**config.mk**
```make
export PLATFORM = sky130hd
export DESIGN_NAME = sd_norm_int_status
export DESIGN_NICKNAME = d
export VERILOG_FILES = /design/src/rtl/sdis_pkg.sv /design/src/rtl/sdis_edge_bank.sv /design/src/rtl/sdis_event_qual.sv /design/src/rtl/sdis_w1c_bank.sv /design/src/rtl/sdis_regs.sv /design/src/rtl/sd_norm_int_status.sv
export SDC_FILE = /design/constraint.sdc
export NUM_CORES = 1
export LEC_CHECK = 0
export ABC_AREA = 1
export BUFFER_PORTS_ARGS = -buffer_cell sky130_fd_sc_hd__buf_4
export CORE_MARGIN = 2
export CORE_UTILIZATION = 52
export DETAILED_ROUTE_END_ITERATION = 8
export HOLD_SLACK_MARGIN = 0.02
export PLACE_DENSITY = 0.81
export SLEW_MARGIN = 20
export SYNTH_ARGS = -nofsm -noshare
export SYNTH_HDL_FRONTEND = slang
export SYNTH_SLANG_ARGS = --single-unit
```
**constraint.sdc**
```tcl
create_clock -name clk -period 1.75 [get_ports clk]
set_input_delay 0.35 -clock clk [delete_from_list [all_inputs] [get_ports clk]]
set_output_delay 0.35 -clock clk [all_outputs]
set_load 0.1 [all_outputs]
```
**src/rtl/sdis_pkg.sv**
```systemverilog
package sdis_pkg;
  // status bit positions (software decodes these)
  localparam int unsigned NB      = 6;
  localparam int unsigned B_CMD   = 0;
  localparam int unsigned B_DONE  = 1;
  localparam int unsigned B_GAP   = 2;
  localparam int unsigned B_DMA   = 3;
  localparam int unsigned B_WRRDY = 4;
  localparam int unsigned B_RDRDY = 5;

  // monitored level indices
  localparam int unsigned LVL_W    = 5;
  localparam int unsigned L_BUFRD  = 0;
  localparam int unsigned L_BUFWR  = 1;
  localparam int unsigned L_DAT    = 2;
  localparam int unsigned L_RDACT  = 3;
  localparam int unsigned L_WRACT  = 4;

  // register select codes
  localparam int unsigned SEL_W   = 2;
  typedef enum logic [SEL_W-1:0] {
    SEL_STS   = 2'd0,
    SEL_STEN  = 2'd1,
    SEL_SIGEN = 2'd2,
    SEL_NONE  = 2'd3
  } reg_sel_e;
endpackage

```
**src/rtl/sdis_edge_bank.sv**
```systemverilog
module sdis_edge_bank #(
  parameter int unsigned W = 5
) (
  input  logic         clk,
  input  logic         rst_n,
  input  logic [W-1:0] lvl,
  output logic [W-1:0] rise,
  output logic [W-1:0] fall
);
  logic [W-1:0] prev_q;

  for (genvar g = 0; g < W; g++) begin : g_edge
    // reset captures the level so no false edge appears on release
    always_ff @(posedge clk) begin
      prev_q[g] <= lvl[g];
    end
    assign rise[g] = lvl[g] & ~prev_q[g];
    assign fall[g] = ~lvl[g] & prev_q[g];
  end

  logic unused_rst;
  assign unused_rst = rst_n;
endmodule

```
**src/rtl/sdis_event_qual.sv**
```systemverilog
module sdis_event_qual
  import sdis_pkg::*;
(
  input  logic             clk,
  input  logic             rst_n,
  input  logic [LVL_W-1:0] rise,
  input  logic [LVL_W-1:0] fall,
  input  logic             stop_at_gap,
  input  logic             sdma_boundary,
  input  logic             adma_desc_int,
  input  logic             cmd_done,
  output logic [NB-1:0]    evt
);
  logic done_q;
  logic done_ev;
  logic start_ev;

  assign done_ev  = fall[L_RDACT] | fall[L_WRACT];
  assign start_ev = rise[L_RDACT] | rise[L_WRACT];

  // remembers that the current transfer has finished
  always_ff @(posedge clk) begin
    if (!rst_n)        done_q <= 1'b0;
    else if (done_ev)  done_q <= 1'b1;
    else if (start_ev) done_q <= 1'b0;
  end

  always_comb begin
    evt          = '0;
    evt[B_RDRDY] = rise[L_BUFRD];
    evt[B_WRRDY] = rise[L_BUFWR];
    evt[B_DMA]   = (sdma_boundary | adma_desc_int) & ~done_q & ~done_ev;
    evt[B_GAP]   = stop_at_gap & (fall[L_DAT] | fall[L_WRACT]);
    evt[B_DONE]  = done_ev;
    evt[B_CMD]   = cmd_done;
  end
endmodule

```
**src/rtl/sdis_w1c_bank.sv**
```systemverilog
module sdis_w1c_bank #(
  parameter int unsigned W = 6
) (
  input  logic         clk,
  input  logic         rst_n,
  input  logic [W-1:0] set,
  input  logic [W-1:0] clr,
  output logic [W-1:0] q
);
  for (genvar g = 0; g < W; g++) begin : g_bit
    always_ff @(posedge clk) begin
      if (!rst_n)      q[g] <= 1'b0;
      else if (set[g]) q[g] <= 1'b1;
      else if (clr[g]) q[g] <= 1'b0;
    end
  end
endmodule

```
**src/rtl/sdis_regs.sv**
```systemverilog
module sdis_regs
  import sdis_pkg::*;
(
  input  logic             clk,
  input  logic             rst_n,
  input  logic             reg_wr,
  input  logic [SEL_W-1:0] reg_sel,
  input  logic [NB-1:0]    reg_wdata,
  input  logic [NB-1:0]    sts,
  output logic [NB-1:0]    sts_en,
  output logic [NB-1:0]    sig_en,
  output logic [NB-1:0]    clr,
  output logic [NB-1:0]    rdata
);
  reg_sel_e sel;
  assign sel = reg_sel_e'(reg_sel);

  always_ff @(posedge clk) begin
    if (!rst_n) begin
      sts_en <= '0;
      sig_en <= '0;
    end else if (reg_wr) begin
      if (sel == SEL_STEN)  sts_en <= reg_wdata;
      if (sel == SEL_SIGEN) sig_en <= reg_wdata;
    end
  end

  assign clr = (reg_wr && sel == SEL_STS) ? reg_wdata : '0;

  always_comb begin
    unique case (sel)
      SEL_STS:   rdata = sts;
      SEL_STEN:  rdata = sts_en;
      SEL_SIGEN: rdata = sig_en;
      default:   rdata = '0;
    endcase
  end
endmodule

```
**src/rtl/sd_norm_int_status.sv**
```systemverilog
module sd_norm_int_status
  import sdis_pkg::*;
(
  input  logic             clk,
  input  logic             rst_n,
  input  logic             buf_rd_en,
  input  logic             buf_wr_en,
  input  logic             dat_active,
  input  logic             rd_xfer_active,
  input  logic             wr_xfer_active,
  input  logic             stop_at_gap,
  input  logic             sdma_boundary,
  input  logic             adma_desc_int,
  input  logic             cmd_done,
  input  logic             reg_wr,
  input  logic [SEL_W-1:0] reg_sel,
  input  logic [NB-1:0]    reg_wdata,
  output logic [NB-1:0]    reg_rdata,
  output logic [NB-1:0]    status,
  output logic             irq
);
  logic [LVL_W-1:0] lvl;
  logic [LVL_W-1:0] rise;
  logic [LVL_W-1:0] fall;
  logic [NB-1:0]    evt;
  logic [NB-1:0]    sts_en_q;
  logic [NB-1:0]    sig_en_q;
  logic [NB-1:0]    clr;

  always_comb begin
    lvl          = '0;
    lvl[L_BUFRD] = buf_rd_en;
    lvl[L_BUFWR] = buf_wr_en;
    lvl[L_DAT]   = dat_active;
    lvl[L_RDACT] = rd_xfer_active;
    lvl[L_WRACT] = wr_xfer_active;
  end

  sdis_edge_bank #(.W(LVL_W)) u_edge (
    .clk(clk), .rst_n(rst_n), .lvl(lvl), .rise(rise), .fall(fall)
  );

  sdis_event_qual u_qual (
    .clk(clk), .rst_n(rst_n), .rise(rise), .fall(fall),
    .stop_at_gap(stop_at_gap), .sdma_boundary(sdma_boundary),
    .adma_desc_int(adma_desc_int), .cmd_done(cmd_done), .evt(evt)
  );

  sdis_regs u_regs (
    .clk(clk), .rst_n(rst_n), .reg_wr(reg_wr), .reg_sel(reg_sel),
    .reg_wdata(reg_wdata), .sts(status), .sts_en(sts_en_q),
    .sig_en(sig_en_q), .clr(clr), .rdata(reg_rdata)
  );

  sdis_w1c_bank #(.W(NB)) u_sts (
    .clk(clk), .rst_n(rst_n), .set(evt & sts_en_q), .clr(clr), .q(status)
  );

  assign irq = |(status & sig_en_q);
endmodule

```
## Yosys cells after proc, flatten, opt, wreduce, memory -nomap -nowiden

Cells that the tools add are included.

| operators by class | value |
|---|---|
| equal/unequal tests | 2 |
| muxes and demuxes | 16 |
| bitwise gates (word level) | 25 |
| reductions and logical operators | 12 |

Operators with widths:

| cell | number |
|---|---|
| 6-bit one-hot mux with 3 select lines | 1 |
| 1-bit 2-to-1 mux | 14 |
| 2-bit nonzero test | 7 |
| 6-bit AND | 2 |
| 1-bit AND | 10 |
| 1-bit inverter | 9 |
| 6-bit 2-to-1 mux | 1 |
| 6-bit OR reduction | 1 |
| 1-bit OR | 4 |
| 2-bit AND reduction | 2 |
| 2-bit by 1-bit == test with 1-bit output (second input constant) | 1 |
| 2-bit == test (second input constant) | 1 |
| 2-bit zero test | 1 |
| 1-bit logical AND | 1 |

| storage, ports and cells | value |
|---|---|
| bits in registers | 24 |
| input port bits | 20 |
| output and inout port bits | 13 |
| logic and storage cells | 69 |

## Longest topological paths before layout

Gate-level depths: netlist of the first run.

| depth | value |
|---|---|
| depth after elaboration | 7 |
| depth in mapped cells | 6 |
| gate-level depth less buffers | 6 |

## By module

Synthesis of the first run repeated with hierarchy kept, for this count alone.

| unflattened totals | value |
|---|---|
| cells, all modules | 208 |
| area total of the unflattened synthesis | 1237.4 µm² |

Modules (own cells, without submodules):

| module | instances | cells each | area each (µm²) | seq. area each (µm²) |
|---|---|---|---|---|
| sdis_regs | 1 | 113 | 646.9 | 240.2 |
| sdis_w1c_bank | 1 | 31 | 221.5 | 120.1 |
| sdis_edge_bank | 1 | 25 | 175.2 | 100.1 |
| sdis_event_qual | 1 | 15 | 103.8 | 20.0 |
| sd_norm_int_status | 1 | 24 | 90.1 | 0.0 |

## Worst setup path after synthesis of the first run

No wires, ideal clock.

| path | value |
|---|---|
| path kind | flip-flop to output port |
| from | reg u_sts.q[3] |
| to | out irq |
| arrival | 1.940 ns |
| required time | 1.400 ns |
| path slack | -0.540 ns |
| cell stages (with the launch flop) | 5 |
| buffers on the path | 0 |
| path through | dfxtp_1 -> nand2_1 -> nand2_1 -> a21oi_1 -> nand4_1 |

| on the way | value |
|---|---|
| cells in the longest elaborated chain, start to end | 2 |

RTL lines:

| what | RTL line | RTL |
|---|---|---|
| start: declaration | sdis_w1c_bank.sv:8 | `output logic [W-1:0] q` |
| start signal: indexed assignment | sdis_w1c_bank.sv:12 | `if (!rst_n) q[g] <= 1'b0;` |
| start signal: indexed assignment | sdis_w1c_bank.sv:13 | `else if (set[g]) q[g] <= 1'b1;` |
| start signal: indexed assignment | sdis_w1c_bank.sv:14 | `else if (clr[g]) q[g] <= 1'b0;` |
| 6-bit AND | sd_norm_int_status.sv:59 | `assign irq = \|(status & sig_en_q);` |
| 6-bit OR reduction | sd_norm_int_status.sv:59 |  |
| end: declaration | sd_norm_int_status.sv:20 | `output logic irq` |

Every way passes these cells.

## Final worst setup path of the first run

Ends and elaborated chain as after synthesis.

==> impl_metrics.py, run 1 <==
metrics = {
    "run_status": {
        "status": "complete, no violations",
    },
    "sta": {
        "slew_viol_final": 0,
        "final.min_clock_period_ps": 1660,
        "tightest_slew_ps": 283.5,
        "rsz0062_at_grt": "false",
        "post-route-period-util_pct": 94.88,
        "setup_violations": 0,
        "maxSlewHeadroom_pct": 81.08,
        "tns_ps": 0,
        "clock_skew_ps": 0.7478,
        "finalHoldViolations": 0,
        "fmax_ghz": 0.6022,
    },
    "finish": {
        "antenna_cells": 0,
        "finish.utilization_pct": 72.53,
        "mostFrequentLayoutCells": "nand2_1, buf_4, nor2_1",
        "layout.nets": 208,
        "layout-drive-gt1-share_pct": 29.41,
        "final_common_cell": "nand2_1",
        "area_delta_synth_final_pct": 35.52,
    },
    "logic_synthesis": {
        "synth_nets": 172,
        "ys_seq_area_share_pct": 46.72,
        "yosysTopAreaCell": "dfxtp_1",
        "synth_seq_cells": 24,
        "synth_area_leaders": "dfxtp_1, nand2_1, nor2_1, nand3_1, o21ai_0",
        "syn-cell-area_um2": 1028,
        "synth_top_area_share_pct": 46.72,
        "syn_inst": 152,
        "ys_types": 13,
        "yosysWarnings": 0,
        "synth_area_per_cell_um2": 6.766,
    },
    "drt": {
        "drt_pass1_iterations": 4,
        "detail_route.wl_per_cell_um": 12.11,
        "num_vias": 1094,
        "viasPerCell": 5.112,
        "drt_iter0_markers": 43,
        "ant_nets": 0,
        "drc_errors": 0,
        "wirelength_mm": 2.592,
    },
    "worst_setup_path": {
        "endpoint_kind": "primary output",
        "critPathLaunch": "u_sts.q[3]$_SDFFE_PN0P_",
        "critPathRequiredTime_ps": 1400,
        "cp_cell_sequence": "nand2_1 > nand2_1 > a21oi_2 > nand4_1 > buf_8",
        "slowest_delay_ps": 380,
        "crit_fanout": 4,
        "cp.arrival_ps": 1310,
        "cp_slowest_cell": "dfxtp_4",
        "worstSetupStartpointType": "flip-flop",
        "r2r-start": "u_edge.prev_q[4]$_DFF_P_",
        "path_class": "flip-flop to primary output",
        "cp_common_cell": "nand2_1",
    },
    "floorplanning": {
        "io_pins": 33,
        "coreArea_um2": 1922,
        "die_height_um": 48.48,
        "die_x_um": 48.48,
        "num_rows": 16,
        "dieArea_um2": 2350,
        "initial_core_util_pct": 53.52,
    },
    "cts": {
        "cts.path.max_buffers": 2,
        "clock-sinks": 24,
        "cts_tree": "yes",
        "cts_root_buffer": "clkbuf_4",
        "worstSkewPairLatency_ps": 320,
        "clk_pin_slew_ps": 130,
        "cts_inserted_buffers": 3,
        "htree_levels": 1,
    },
    "place": {
        "place_hpwl_mm": 1.863,
        "portBuffers": 32,
        "gp_congestion": 0.8584,
    },
    "power_and_ir_drop": {
        "ir_drop_mv": 0.6638,
        "p_leak_nw": 0.7107,
        "cellPowerDensity_nw_per_um2": 784.3,
    },
    "global_routing": {
        "grtUsageTotal_pct": 23.66,
        "grt_first_pass_wirelength_mm": 4.333,
        "grt-ovfl-total": 0,
        "grt_max_degree": 14,
        "antenna_found_initial": 0,
        "first_global_vias": 970,
    },
    "worst_hold_path": {
        "hold_class": "input port to flip-flop",
        "hp-start": "dat_active",
    },
    "job": {
        "maxCapViolCount": 0,
    },
}
## flip-flops by register name, indices dropped and copies added (netlist names)
signal	cells
u_qual.done_q	1
u_edge.prev_q	5
u_regs.sig_en	6
u_sts.q	6
u_regs.sts_en	6
## routing by layer
metal / up-vias / share of wire (%) / GRT usage, %
met5: - / 0 / 0
met4: 0 / 1.5 / 7.143
met3: 5 / 9.4 / 4.321
met2: 49 / 45 / 39.35
met1: 493 / 44 / 31.49
li1: 547 / - / -
## cell type report
type / count / area (um2)
flip-flops and latches: 24 / 495.5
repair buffers: 33 / 255.2
multi-input cells: 110 / 513.0
fillers: 179 / 528.0
well taps: 27 / 33.78
inverters: 16 / 60.06
clock buffers: 4 / 36.28
## synthesized netlist by cell type (all sizes together)
cell type and number:
a21oi 8, buf 1, clkbuf 1, dfxtp 24, inv 16, nand2 45
nand3 13, nand3b 2, nand4 1, nor2 29, o21ai 12
## repair_timing
item / CTS / global route
endpoints found under the setup margin: 0 / 1
setup buffers: 0 / 0
hold buffers: 0 / 0
gates resized for setup: 0 / 3
## critical path: cells and delay by family (launching register included)
family,cells,cell delay (ps)
flip-flops,1,380
buffers and inverters,1,220
AND/OR/NAND/NOR,3,270
AO/OA/AOI/OAI,1,120
## where the power goes
part / switching [W] / total [W] / leakage [nW] / internal, W
registers: 0.0000173 / 0.000587 / 0.201 / 0.000569
clock network: 0.000168 / 0.000295 / 0.0210 / 0.000127
logic: 0.000145 / 0.000211 / 0.489 / 0.0000667
total: 0.000330 / 0.00109 / 0.711 / 0.000763
## worst paths after layout
check | to | slack [ps] | cells past startpoint
max | irq | 90 | 5
min | u_edge.prev_q[2]$_DFF_P_ | 130 | 1
max reg2reg | u_sts.q[3]$_SDFFE_PN0P_ | 940 | 5
min reg2reg | u_sts.q[0]$_SDFFE_PN0P_ | 480 | 2
## logic make-up (layout without fill, tap and decap cells)
logic type,Yosys count,in the layout,synth area share (%)
buffers and inverters,18,53,6.690
AO/OA/AOI/OAI,20,20,9.733
flip-flops,24,24,46.72
AND/OR/NAND/NOR,90,90,36.86
## metrics by stage
step                cell area (um2)  setup WS, ps  hold slack [ps]  power (W)  std cells
floorplan                      1074        -189.4            377.7  0.0007301        152
global placement               1346         180.0            453.2  0.0008029        210
detailed placement             1346         143.4            456.4  0.0008075        210
CTS                            1383         56.56            129.1   0.001095        214
global route                   1394         1.759            126.0   0.001132        214
finish                         1394         89.56            127.1   0.001093        214
Note: power is estimated with default switching activity, not from simulation.
==> inputs of run 2 (changes only) <==
- CORE_UTILIZATION: 52 -> 44
- CTS_CLUSTER_DIAMETER: unset -> 150
- PLACE_DENSITY: 0.81 -> 0.73
- clock period: 1.75 -> 1.5 ns (I/O delays scaled with it)
==> impl_metrics.py, run 2 (same netlist as run 1, synthesis figures left out) <==
metrics = {
    "finish": {
        "finish.utilization_pct": 67.02,
        "reg_top3": "u_regs.sig_en x6, u_regs.sts_en x6, u_sts.q x6",
        "area_delta_synth_final_pct": 44.16,
        "layout-drive-gt1-share_pct": 33.51,
        "layout.nets": 212,
        "antenna_cells": 0,
        "fillers": 200,
        "final_common_cell": "nand2_1",
        "mostFrequentLayoutCells": "nand2_1, buf_4, nor2_1",
    },
    "sta": {
        "finalHoldViolations": 0,
        "rsz0062_at_grt": "true",
        "final.min_clock_period_ps": 1561,
        "setup_ws_ps": -60.97,
        "maxSlewHeadroom_pct": 80.70,
        "slew_viol_final": 0,
        "setup_violations": 1,
        "tightest_slew_ps": 289.2,
        "post-route-period-util_pct": 104.1,
        "fmax_ghz": 0.6406,
        "clock_skew_ps": 1.689,
    },
    "floorplanning": {
        "dieArea_um2": 2740,
        "num_rows": 17,
        "initial_core_util_pct": 46.49,
        "coreArea_um2": 2212,
        "die_x_um": 52.35,
        "die_height_um": 52.35,
        "io_pins": 33,
    },
    "cts": {
        "clk_pin_slew_ps": 140,
        "ctsHoldBuffers": 0,
        "worstSkewPairLatency_ps": 320,
        "cts_root_buffer": "clkbuf_4",
        "cts_tree": "yes",
        "cts.path.max_buffers": 2,
        "cts_inserted_buffers": 3,
        "htree_levels": 1,
        "clock-sinks": 24,
    },
    "global_routing": {
        "grt_max_degree": 15,
        "grt-ovfl-total": 0,
        "first_global_vias": 993,
        "grtUsageTotal_pct": 21.73,
        "antenna_found_initial": 0,
        "grt_first_pass_wirelength_mm": 4.388,
    },
    "job": {
        "maxCapViolCount": 0,
    },
    "worst_setup_path": {
        "worstSetupStartpointType": "flip-flop",
        "path_class": "flip-flop to primary output",
        "critPathRequiredTime_ps": 1200,
        "reg2reg_depth": 5,
        "crit_fanout": 2,
        "r2r_slack_ps": 710,
        "cp.arrival_ps": 1260,
        "r2r-start": "u_edge.prev_q[4]$_DFF_P_",
        "r2r_end": "u_sts.q[3]$_SDFFE_PN0P_",
        "endpoint_kind": "primary output",
    },
    "drt": {
        "wirelength_mm": 2.653,
        "num_vias": 1086,
        "ant_nets": 0,
        "detail_route.wl_per_cell_um": 12.11,
        "drt_pass1_iterations": 4,
        "drc_errors": 0,
        "drt_iter0_markers": 34,
        "viasPerCell": 4.959,
    },
    "place": {
        "gp_congestion": 0.7863,
        "portBuffers": 32,
        "dp_slack_ps": 5.398,
        "place_hpwl_mm": 1.931,
    },
    "run_status": {
        "failed_checks": "setup timing",
        "status": "finished with violations",
    },
    "worst_hold_path": {
        "min_to": "u_edge.prev_q[0]$_DFF_P_",
        "hold_class": "input port to flip-flop",
        "hp-start": "buf_rd_en",
        "hold_depth": 1,
    },
    "power_and_ir_drop": {
        "p_leak_nw": 0.7437,
        "cellPowerDensity_nw_per_um2": 915.9,
        "ir_drop_mv": 0.6107,
    },
}
-- run 2: cell types whose count changed in the layout (fill, tap and decap cells not counted), moves of 2 or more --
| cell | previous run | this run |
|---|---|---|
| buf_12 | 0 | 2 |
| buf_6 | 0 | 4 |
| inv_1 | 13 | 11 |
| nand2_2 | 0 | 2 |
| inv_2 | 3 | 5 |
| nand2_1 | 45 | 43 |
| buf_4 | 32 | 30 |
-- run 2: repair_timing --
item	in CTS	in global routing
buffers inserted	2	0
cloned	0	0
pin swaps	1	2
resized for setup	6	12
endpoints found under the setup margin	1	7
-- run 2: per-layer routing --
| metal | part of all wire (%) | global-route usage [%] | wire (um) | up-vias |
|---|---|---|---|---|
| met2 | 48 | 36.04 | 1267 | 32 |
| met4 | 0.75 | 5.128 | 20 | 0 |
| li1 | - | - | - | 554 |
| met1 | 45 | 28.75 | 1189 | 496 |
| met3 | 6.6 | 4.571 | 176 | 4 |
| met5 | 0 | 0 | 0 | - |
-- run 2: final cells by class --
type	instances	area [um2]	share of cell area, %
clock buffer	4	47.55	3.207
inverter	16	60.06	4.051
multi-input combinational	110	518.0	34.94
sequential	24	496.7	33.50
tap	28	35.03	2.363
timing repair buffer	37	325.3	21.94
-- run 2: worst max-delay path, cell delays in order (launching register included) --
cell     delay (ps)
dfxtp_4         370
nand2_1          50
nand2_1          70
a21oi_2         110
nand4_1         140
buf_8           210
-- run 2: worst max-delay path by stage --
stage	start	to	slack [ps]	cells past startpoint
after floorplan	u_sts.q[3]$_SDFFE_PN0P_	irq	-390	4
after global placement	reg_sel[1]	reg_rdata[5]	30	7
after detailed placement	reg_sel[1]	reg_rdata[3]	5	7
after CTS	u_sts.q[3]$_SDFFE_PN0P_	irq	-70	5
after global routing	u_regs.sig_en[2]$_SDFFE_PN0P_	irq	-140	5
final	u_sts.q[3]$_SDFFE_PN0P_	irq	-60	5
-- run 2: report_power, final --
part / leakage, nW / total [W] / switching [W] / internal, W
Sequential: 0.202 / 0.000684 / 0.0000191 / 0.000665
Clock: 0.0261 / 0.000409 / 0.000205 / 0.000204
Combinational: 0.516 / 0.000265 / 0.000174 / 0.0000917
Total: 0.744 / 0.00136 / 0.000398 / 0.000960
-- run 2: through the flow --
step           std cells  hold slack, ps  power [W]  cell area, um2  TNS (ps)
6_report             219           81.59   0.001358            1483    -60.97
5_1_grt              219           63.47   0.001414            1483    -146.1
2_1_floorplan        152           327.7  0.0008517            1074    -389.4
3_5_place_dp         213           418.3  0.0009461            1363         0
3_3_place_gp         213           413.8  0.0009419            1363         0
4_1_cts              219           78.64   0.001352            1445    -71.43
==> inputs of run 3 (changes only) <==
- ABC_CLOCK_PERIOD_IN_PS: unset -> 1500
- BUFFER_PORTS_ARGS: -buffer_cell sky130_fd_sc_hd__buf_4 -> unset
- CORE_UTILIZATION: 44 -> 53
- DONT_BUFFER_PORTS: unset -> 1
- PLACE_DENSITY: 0.73 -> 0.71
==> impl_metrics.py, run 3 (same netlist as run 1, synthesis figures left out) <==
metrics = {
    "finish": {
        "finish.utilization_pct": 78.74,
        "reg_top3": "u_regs.sig_en x6, u_regs.sts_en x6, u_sts.q x6",
        "final_common_cell": "nand2_1",
        "mostFrequentLayoutCells": "nand2_1, nor2_1, dfxtp_1",
        "layout.nets": 195,
        "area_delta_synth_final_pct": 36.50,
        "final_cell_count_no_fill": 199,
        "antenna_cells": 0,
        "layout-drive-gt1-share_pct": 22.99,
        "stdcell_area_um2": 1404,
    },
    "worst_hold_path": {
        "hold_class": "input port to flip-flop",
    },
    "run_status": {
        "failed_checks": "setup timing",
        "status": "finished with violations",
    },
    "cts": {
        "cts.path.max_buffers": 2,
        "cts_inserted_buffers": 3,
        "clock-sinks": 24,
        "clk_pin_slew_ps": 140,
        "worstSkewPairLatency_ps": 320,
        "htree_levels": 1,
        "cts_tree": "yes",
        "cts_root_buffer": "clkbuf_4",
    },
    "drt": {
        "detail_route.wl_per_cell_um": 13.63,
        "ant_nets": 0,
        "num_vias": 1059,
        "drt_iter0_markers": 45,
        "viasPerCell": 5.322,
        "wirelength_mm": 2.713,
        "drt_pass1_iterations": 4,
        "drc_errors": 0,
    },
    "floorplanning": {
        "dieArea_um2": 2309,
        "initial_core_util_pct": 57.68,
        "num_rows": 15,
        "die_height_um": 48.05,
        "coreArea_um2": 1783,
        "io_pins": 33,
        "die_x_um": 48.05,
    },
    "worst_setup_path": {
        "r2r-start": "u_sts.q[3]$_SDFFE_PN0P_",
        "path_class": "flip-flop to primary output",
        "critPathLaunch": "u_sts.q[2]$_SDFFE_PN0P_",
        "r2r_slack_ps": 440,
        "endpoint_kind": "primary output",
        "reg2reg_depth": 4,
        "cp.arrival_ps": 1280,
        "cp-endpoint": "irq",
        "worstSetupStartpointType": "flip-flop",
        "critPathRequiredTime_ps": 1200,
        "r2r_end": "u_sts.q[3]$_SDFFE_PN0P_",
        "crit_fanout": 4,
    },
    "global_routing": {
        "grtUsageTotal_pct": 28.08,
        "grt_first_pass_wirelength_mm": 4.443,
        "first_global_vias": 1054,
        "grt-ovfl-total": 0,
        "antenna_found_initial": 0,
        "grt_max_degree": 15,
    },
    "sta": {
        "setup_violations": 1,
        "clock_skew_ps": 2.882,
        "hold-worst-slack_ps": 97.90,
        "tightest_slew_ps": 287.2,
        "post-route-period-util_pct": 105.6,
        "rsz0062_at_grt": "true",
        "maxSlewHeadroom_pct": 80.85,
        "fmax_ghz": 0.6313,
        "final.min_clock_period_ps": 1584,
        "slew_viol_final": 0,
        "setup_ws_ps": -83.91,
        "finalHoldViolations": 0,
    },
    "place": {
        "dpl-instance-area_um2": 1289,
        "portBuffers": 0,
        "gp_congestion": 0.8274,
        "dp.cells": 189,
        "place_hpwl_mm": 1.901,
    },
    "power_and_ir_drop": {
        "ir_drop_mv": 0.8000,
        "total_power_w": 0.001319,
        "p_leak_nw": 0.6700,
        "cellPowerDensity_nw_per_um2": 939.2,
    },
    "job": {
        "maxCapViolCount": 0,
    },
}
[run 3: worst max-delay path, stage by stage, from the launching register on]
cell     delay, ps
dfxtp_4        380
nand2_2         60
nand2_2         60
a21oi_2        110
nand4_1        150
buf_12         210
[run 3: metrics by stage]
stage               setup slack (ps)  TNS, ps
floorplan                     -389.4   -389.4
finish                        -83.91   -83.91
global placement               232.8        0
global route                  -144.6   -144.6
detailed placement             177.3        0
CTS                           -70.72   -70.72
[run 3: routing by layer]
layer | vias to the layer above | wire length, um | track usage, %
met3 | 4 | 165 | 4.151
met1 | 486 | 1119 | 34.71
met4 | 0 | 28 | 11.35
li1 | 521 | - | -
met5 | - | 0 | 0
met2 | 48 | 1400 | 48.53
[run 3: worst min path at each step]
stage | depth (start not counted) | startpoint | endpoint | slack (ps)
after floorplan | 0 | buf_rd_en | u_edge.prev_q[0]$_DFF_P_ | 330
after global placement | 0 | dat_active | u_edge.prev_q[2]$_DFF_P_ | 330
after detailed placement | 0 | dat_active | u_edge.prev_q[2]$_DFF_P_ | 330
after CTS | 2 | rst_n | u_regs.sig_en[4]$_SDFFE_PN0P_ | 90
after global routing | 2 | rst_n | u_regs.sig_en[0]$_SDFFE_PN0P_ | 80
final | 2 | cmd_done | u_sts.q[0]$_SDFFE_PN0P_ | 100
[run 3: timing repair]
action	in CTS	in global routing
resized for setup	4	0
hold endpoints to repair	5	0
hold buffers	5	0
pin swaps	2	1
setup endpoints to repair	1	2
setup buffers	1	0
cloned	0	0
[run 3: where the power goes]
group | total (W) | internal (W) | leakage (nW) | switching, W
Clock | 0.000405 | 0.000204 | 0.0261 | 0.000201
Combinational | 0.000229 | 0.0000742 | 0.442 | 0.000155
Sequential | 0.000685 | 0.000665 | 0.202 | 0.0000200
[run 3: final cells by class]
class | instances | area, um2
Tap cell | 25 | 31.28
Fill cell | 134 | 379.1
Multi-Input combinational cell | 110 | 518.0
Timing Repair Buffer | 20 | 250.2
Sequential cell | 24 | 496.7
Inverter | 16 | 60.06
Clock buffer | 4 | 47.55
